### src/rtl/fir2p_pkg.sv
package fir2p_pkg;

    // Input sample and tap widths.
    localparam int DW  = 16;
    localparam int CW  = 16;
    // Derived widths: pre-sum, tap difference, full-precision result.
    localparam int SW  = DW + 1;
    localparam int DFW = CW + 1;
    localparam int YW  = DW + CW + 2;

    typedef logic signed [DW-1:0]  samp_t;
    typedef logic signed [CW-1:0]  coef_t;
    typedef logic signed [SW-1:0]  psum_t;
    typedef logic signed [DFW-1:0] cdiff_t;
    typedef logic signed [YW-1:0]  acc_t;

    // Stage-one payload: two pre-sums and the shared middle sample.
    typedef struct packed {
        psum_t sum_lo;
        psum_t sum_hi;
        samp_t mid;
    } preadd_t;

    // Tap set with the precomputed difference.
    typedef struct packed {
        coef_t  h0;
        coef_t  h1;
        cdiff_t hd;
    } tapset_t;

    // Result pair.
    typedef struct packed {
        acc_t y0;
        acc_t y1;
    } ypair_t;

    function automatic cdiff_t tap_diff(input coef_t h0, input coef_t h1);
        return cdiff_t'(h1) - cdiff_t'(h0);
    endfunction

    function automatic psum_t pre_add(input samp_t a, input samp_t b);
        return psum_t'(a) + psum_t'(b);
    endfunction

endpackage

### src/rtl/fir2p_tap_bank.sv
module fir2p_tap_bank
    import fir2p_pkg::*;
(
    input  logic    clk,
    input  logic    rst,
    input  logic    cfg_load,
    input  coef_t   cfg_h0,
    input  coef_t   cfg_h1,
    output tapset_t taps
);

    tapset_t taps_q;

    // The difference is formed here once per load, not on every sample.
    always_ff @(posedge clk) begin
        if (rst) begin
            taps_q <= '0;
        end else if (cfg_load) begin
            taps_q.h0 <= cfg_h0;
            taps_q.h1 <= cfg_h1;
            taps_q.hd <= tap_diff(cfg_h0, cfg_h1);
        end
    end

    assign taps = taps_q;

    AST_DIFF_FRESH: assert property (@(posedge clk) disable iff (rst)
        cfg_load |=> (taps_q.hd == tap_diff($past(cfg_h0), $past(cfg_h1))));

    AST_TAPS_HELD: assert property (@(posedge clk) disable iff (rst)
        !cfg_load |=> $stable(taps_q));

endmodule

### src/rtl/fir2p_preadd.sv
module fir2p_preadd
    import fir2p_pkg::*;
(
    input  logic    clk,
    input  logic    rst,
    input  logic    in_valid,
    input  samp_t   in_a,
    input  samp_t   in_b,
    output preadd_t s1_data,
    output logic    s1_valid
);

    samp_t   hist_q;
    preadd_t s1_q;
    logic    v1_q;
    preadd_t s1_d;

    // Two of the five adders: the input pre-sums.
    always_comb begin
        s1_d.sum_lo = pre_add(hist_q, in_a);
        s1_d.sum_hi = pre_add(in_a, in_b);
        s1_d.mid    = in_a;
    end

    always_ff @(posedge clk) begin
        if (rst) begin
            hist_q <= '0;
            s1_q   <= '0;
            v1_q   <= 1'b0;
        end else begin
            v1_q <= in_valid;
            if (in_valid) begin
                hist_q <= in_b;
                s1_q   <= s1_d;
            end
        end
    end

    assign s1_data  = s1_q;
    assign s1_valid = v1_q;

    AST_HIST_IDLE: assert property (@(posedge clk) disable iff (rst)
        !in_valid |=> $stable(hist_q));

    AST_HIST_TAKE: assert property (@(posedge clk) disable iff (rst)
        in_valid |=> (hist_q == $past(in_b)));

    AST_STAGE1_VALID: assert property (@(posedge clk) disable iff (rst)
        in_valid |=> v1_q);

endmodule

### src/rtl/fir2p_mac.sv
module fir2p_mac
    import fir2p_pkg::*;
(
    input  logic    clk,
    input  logic    rst,
    input  preadd_t s1_data,
    input  logic    s1_valid,
    input  tapset_t taps,
    output ypair_t  res,
    output logic    res_valid
);

    acc_t   p_lo;
    acc_t   p_hi;
    acc_t   p_mid;
    ypair_t res_d;
    ypair_t res_q;
    logic   v2_q;

    // The three shared products.
    always_comb begin
        p_lo  = acc_t'(taps.h0) * acc_t'(s1_data.sum_lo);
        p_hi  = acc_t'(taps.h1) * acc_t'(s1_data.sum_hi);
        p_mid = acc_t'(taps.hd) * acc_t'(s1_data.mid);
        // Post-adds: two of the five adders.
        res_d.y0 = p_lo + p_mid;
        res_d.y1 = p_hi - p_mid;
    end

    always_ff @(posedge clk) begin
        if (rst) begin
            res_q <= '0;
            v2_q  <= 1'b0;
        end else begin
            v2_q <= s1_valid;
            if (s1_valid) begin
                res_q <= res_d;
            end
        end
    end

    assign res       = res_q;
    assign res_valid = v2_q;

    AST_STAGE2_VALID: assert property (@(posedge clk) disable iff (rst)
        s1_valid |=> v2_q);

    AST_STAGE2_IDLE: assert property (@(posedge clk) disable iff (rst)
        !s1_valid |=> !v2_q);

    AST_RESULT_HOLD: assert property (@(posedge clk) disable iff (rst)
        !s1_valid |=> $stable(res_q));

endmodule

### src/rtl/fir2p_fast.sv
module fir2p_fast
    import fir2p_pkg::*;
(
    input  logic                 clk,
    input  logic                 rst,
    input  logic                 cfg_load,
    input  logic signed [CW-1:0] cfg_h0,
    input  logic signed [CW-1:0] cfg_h1,
    input  logic                 in_valid,
    input  logic signed [DW-1:0] in_a,
    input  logic signed [DW-1:0] in_b,
    output logic                 out_valid,
    output logic signed [YW-1:0] out_y0,
    output logic signed [YW-1:0] out_y1
);

    tapset_t taps;
    preadd_t s1_data;
    logic    s1_valid;
    ypair_t  res;
    logic    res_valid;

    fir2p_tap_bank u_taps (
        .clk      (clk),
        .rst      (rst),
        .cfg_load (cfg_load),
        .cfg_h0   (cfg_h0),
        .cfg_h1   (cfg_h1),
        .taps     (taps)
    );

    fir2p_preadd u_pre (
        .clk      (clk),
        .rst      (rst),
        .in_valid (in_valid),
        .in_a     (in_a),
        .in_b     (in_b),
        .s1_data  (s1_data),
        .s1_valid (s1_valid)
    );

    fir2p_mac u_mac (
        .clk       (clk),
        .rst       (rst),
        .s1_data   (s1_data),
        .s1_valid  (s1_valid),
        .taps      (taps),
        .res       (res),
        .res_valid (res_valid)
    );

    assign out_valid = res_valid;
    assign out_y0    = res.y0;
    assign out_y1    = res.y1;

    AST_RESET_QUIET: assert property (@(posedge clk)
        rst |=> (!out_valid && out_y0 == '0 && out_y1 == '0));

endmodule

### config.mk
export PLATFORM = sky130hd
export DESIGN_NAME = fir2p_fast
export DESIGN_NICKNAME = d
export VERILOG_FILES = /design/src/rtl/fir2p_pkg.sv /design/src/rtl/fir2p_tap_bank.sv /design/src/rtl/fir2p_preadd.sv /design/src/rtl/fir2p_mac.sv /design/src/rtl/fir2p_fast.sv
export SDC_FILE = /design/constraint.sdc
export NUM_CORES = 2
export LEC_CHECK = 0
export ABC_AREA = 1
export CORE_UTILIZATION = 47
export DETAILED_ROUTE_END_ITERATION = 6
export DONT_BUFFER_PORTS = 1
export MAX_ROUTING_LAYER = met4
export PLACE_DENSITY = 0.73
export SYNTH_ARGS = -nofsm -noshare
export SYNTH_HDL_FRONTEND = slang
export SYNTH_SLANG_ARGS = --single-unit
### constraint.sdc
create_clock -name clk -period 12.41 [get_ports clk]
set_clock_uncertainty 0.2 [all_clocks]
set_input_delay 2.482 -clock clk [delete_from_list [all_inputs] [get_ports clk]]
set_output_delay 2.482 -clock clk [all_outputs]
set_load 0.02 [all_outputs]
==> run_results.csv <==
group,metric,value,unit
final_layout,stdcell_count,7009,
pwr,ir_worst_vdd,0.0002531,V
min_path,hold_path.class,"reg2reg",
yosys,yosysSeqAreaShare,8.324,%
yosys,ys_warn_count,0,
route,viasPerCell,5.191,
timing,fin_crit,8375,ps
placement,dp.cells,6970,
critical_path,path_common_cell,"fa_1",
yosys,synth_edf_count,0,
yosys,synthDistinctLibCells,45,
clocking,cts_max_path_buffers,2,
grt,gr-total-overflow,0,
route,first_pass_iters,6,
die,start_util,47.53,%
final_layout,layout.nets,6998,
grt,busiest_layer,"met2",
route,drcViolationCount,0,
grt,antenna_found_initial,4,
critical_path,path_max_fanout,17,
timing,rsz0062_at_grt,"no",
grt,grt_use_met3,6.209,%
critical_path,worstSetupStartpointType,"flop",
clocking,worst_skew_pair.late_latency,530,ps
die,die_y,309.7,µm
critical_path,crit_path_top_delay_cell,"dfxtp_1",
timing,slew-limit-headroom,29.75,%
timing,finalCritPeriodShare,67.49,%
final_layout,drive_above_1_share,2.122,%
yosys,synth-async-reset-ratio,0,%
placement,port_buffers,0,
critical_path,critPathTopFamily,"adder cells",
pwr,power.total,11030,µW
pwr,p_leak,0.02695,µW
route,routedWlPerCell,19.05,µm
route,num_vias,36386,
run,cap_violations,0,
timing,tightest_slew,1052,ps
critical_path,slowest_delay,910,ps
timing,fin_setup_tns,0,ps
die,core_area,0.09361,mm²
timing,max_freq,119.4,MHz
timing,slew_violations,0,
yosys,netlist_instances,5949,
run_status,status,"complete, no violations",
route,drt_iter0_markers,3045,
final_layout,syn2layout_area_growth,3.090,%
pwr,powerDensity,240.4,mW/mm²
yosys,ys_ff_latch,185,
grt,grt_pass1_wl,210400,µm
grt,met2_usage,45.10,%
critical_path,worstSetupPathType,"reg2reg",
placement,place.gp.congestion,1.011,
clocking,post_cts_buffers,0,
grt,track_usage,29.78,%
die,die_area,0.09590,mm²
timing,hold_violations,0,
clocking,cts_tree,"done",
clocking,postCtsHoldBufs,0,
critical_path,required,12630,ps
min_path,min_path_cells,2,
grt,grt_use_met1,40.12,%
yosys,synth_fp_nets,7212,
grt,grt_pass1_vias,36778,
placement,dp_slack,4125,ps
critical_path,crit_cells,30,
clocking,clock-root-buffer,"clkbuf_16",
critical_path,reg2reg_depth,30,
die,rows,112,
critical_path,critPathArrivalTime,8600,ps
clocking,clk_pin_slew,90,ps
die,ioPinCount,137,
clocking,cts_resized,0,
clocking,clock_sinks,185,
critical_path,end_kind,"flop",
clocking,htree_num_levels,4,
yosys,avgSynthCellArea,7.479,µm²
timing,setup_viol,0,
route,routed_wl,133500,µm
die,fp.dieW,309.7,µm
placement,dp_hpwl,111800,µm
grt,grt_max_degree,88,
clocking,cts_buffers,17,
yosys,synth.cell_area,0.04449,mm²
route,postRouteAntennaNets,0,
yosys,synthFlopType,"dfxtp_1",
timing,hold_ws,315.9,ps
critical_path,cp.buffers_inverters,4,
timing,setup_ws,4035,ps
Yosys cell counts (3+ instances only):
cell type	count	share of area [%]
nand2_4	3	0.076
o221ai_1	14	0.28
nand2_2	18	0.25
nand2_1	1268	11
o21a_1	10	0.17
a211oi_1	5	0.084
nor4_1	10	0.14
a21o_1	22	0.37
or2_2	9	0.13
a21oi_1	239	2.7
o21bai_1	13	0.22
inv_1	1647	14
clkbuf_1	246	2.1
o211ai_1	13	0.22
xnor2_1	75	1.5
o21ai_1	17	0.19
dfxtp_1	185	8.3
fa_1	833	37
a31oi_1	19	0.27
nand4_1	16	0.22
buf_1	8	0.067
o21ai_2	6	0.12
a21oi_2	3	0.059
o21ai_0	224	2.5
a21boi_0	7	0.12
inv_2	4	0.034
nor2_1	424	3.6
a31o_2	4	0.079
nor2_2	8	0.11
nand3b_1	6	0.10
nor3_1	15	0.17
ha_1	362	10
a21boi_1	4	0.067
o31ai_1	4	0.067
nand3_2	7	0.16
xor2_1	113	2.2
nand3_1	76	0.85
worst reg2reg max path: cells and delay by family (launching register included):
kind / cells / cell delay [ps]
AO/OA/AOI/OAI: 7 / 1310
XOR/XNOR: 1 / 470
adder cells (fa/ha/maj): 8 / 3950
buffers and inverters: 4 / 260
flip-flops: 1 / 910
AND/OR/NAND/NOR: 10 / 1200
sequential cells by signal, indices dropped and copies added (netlist names):
signal,count
u_pre.s1_data,50
u_mac.res,68
u_taps.taps,49
u_mac.res_valid,1
u_pre.hist_q,16
u_pre.s1_valid,1
kinds of logic (layout without fill, tap and decap cells):
group	after synthesis	in the layout	share of synthesized area (%)
xor gates and xnor gates	188	188	3.701
AOI/OAI and AO/OA	609	609	7.618
other	0	7	0
DFF	185	185	8.324
and+or+nand+nor	1867	1867	16.63
buffers and inverters	1905	1704	16.07
adders and majority gates	1195	1195	47.66
cells in the final DEF (no fill, tap or decap), types with 6 or more instances in the layout:
master        n
inv_1      1645
nand2_1    1268
fa_1        833
nor2_1      424
ha_1        362
a21oi_1     239
o21ai_0     224
dfxtp_1     184
xor2_1      113
nand3_1      76
xnor2_1      75
a21o_1       22
buf_4        21
a31oi_1      19
nand2_2      18
o21ai_1      17
clkbuf_16    17
nand4_1      16
nor3_1       15
o221ai_1     14
o211ai_1     13
o21bai_1     13
o21a_1       10
nor4_1       10
or2_2         9
nor2_2        8
diode_2       7
a21boi_0      7
nand3_2       7
o21ai_2       6
nand3b_1      6
per-stage QoR:
step / instance area [µm²] / utilization [%]
6_report: 45870 / 49.00
5_1_grt: 45870 / 49.00
4_1_cts: 45850 / 48.98
3_5_place_dp: 45270 / 48.36
3_3_place_gp: 45270 / 48.36
2_1_floorplan: 44490 / -
cell type report:
cell class / instances / area, µm²
Multi-Input combinational cell: 3859 / 33640
Clock inverter: 13 / 148.9
Clock buffer: 19 / 432.9
Sequential cell: 185 / 3705
Inverter: 1651 / 6198
Fill cell: 9172 / 47740
Tap cell: 1254 / 1569
Antenna cell: 7 / 17.52
Timing Repair Buffer: 21 / 157.7
power breakdown:
part	total [µW]	leakage (µW)	internal, µW	switching [µW]
Clock	583	0.000282	269	314
Sequential	984	0.00153	691	293
Combinational	9460	0.0251	3210	6260
final timing paths:
kind	startpoint	end	slack [ps]
max	u_taps.taps[10]	u_mac.res[30]	4030
min	u_pre.hist_q[6]	u_pre.hist_q[6]	320
max reg2reg	u_taps.taps[10]	u_mac.res[30]	4030
min reg2reg	u_pre.hist_q[6]	u_pre.hist_q[6]	320
metal layers:
layer  part of all wire, %  wire length (µm)
met1                    42             56110
met2                    45             60450
met3                   9.6             12840
met4                   3.1              4113
met5                     0                 0
No activity file was read; power rests on OpenSTA's default activity.
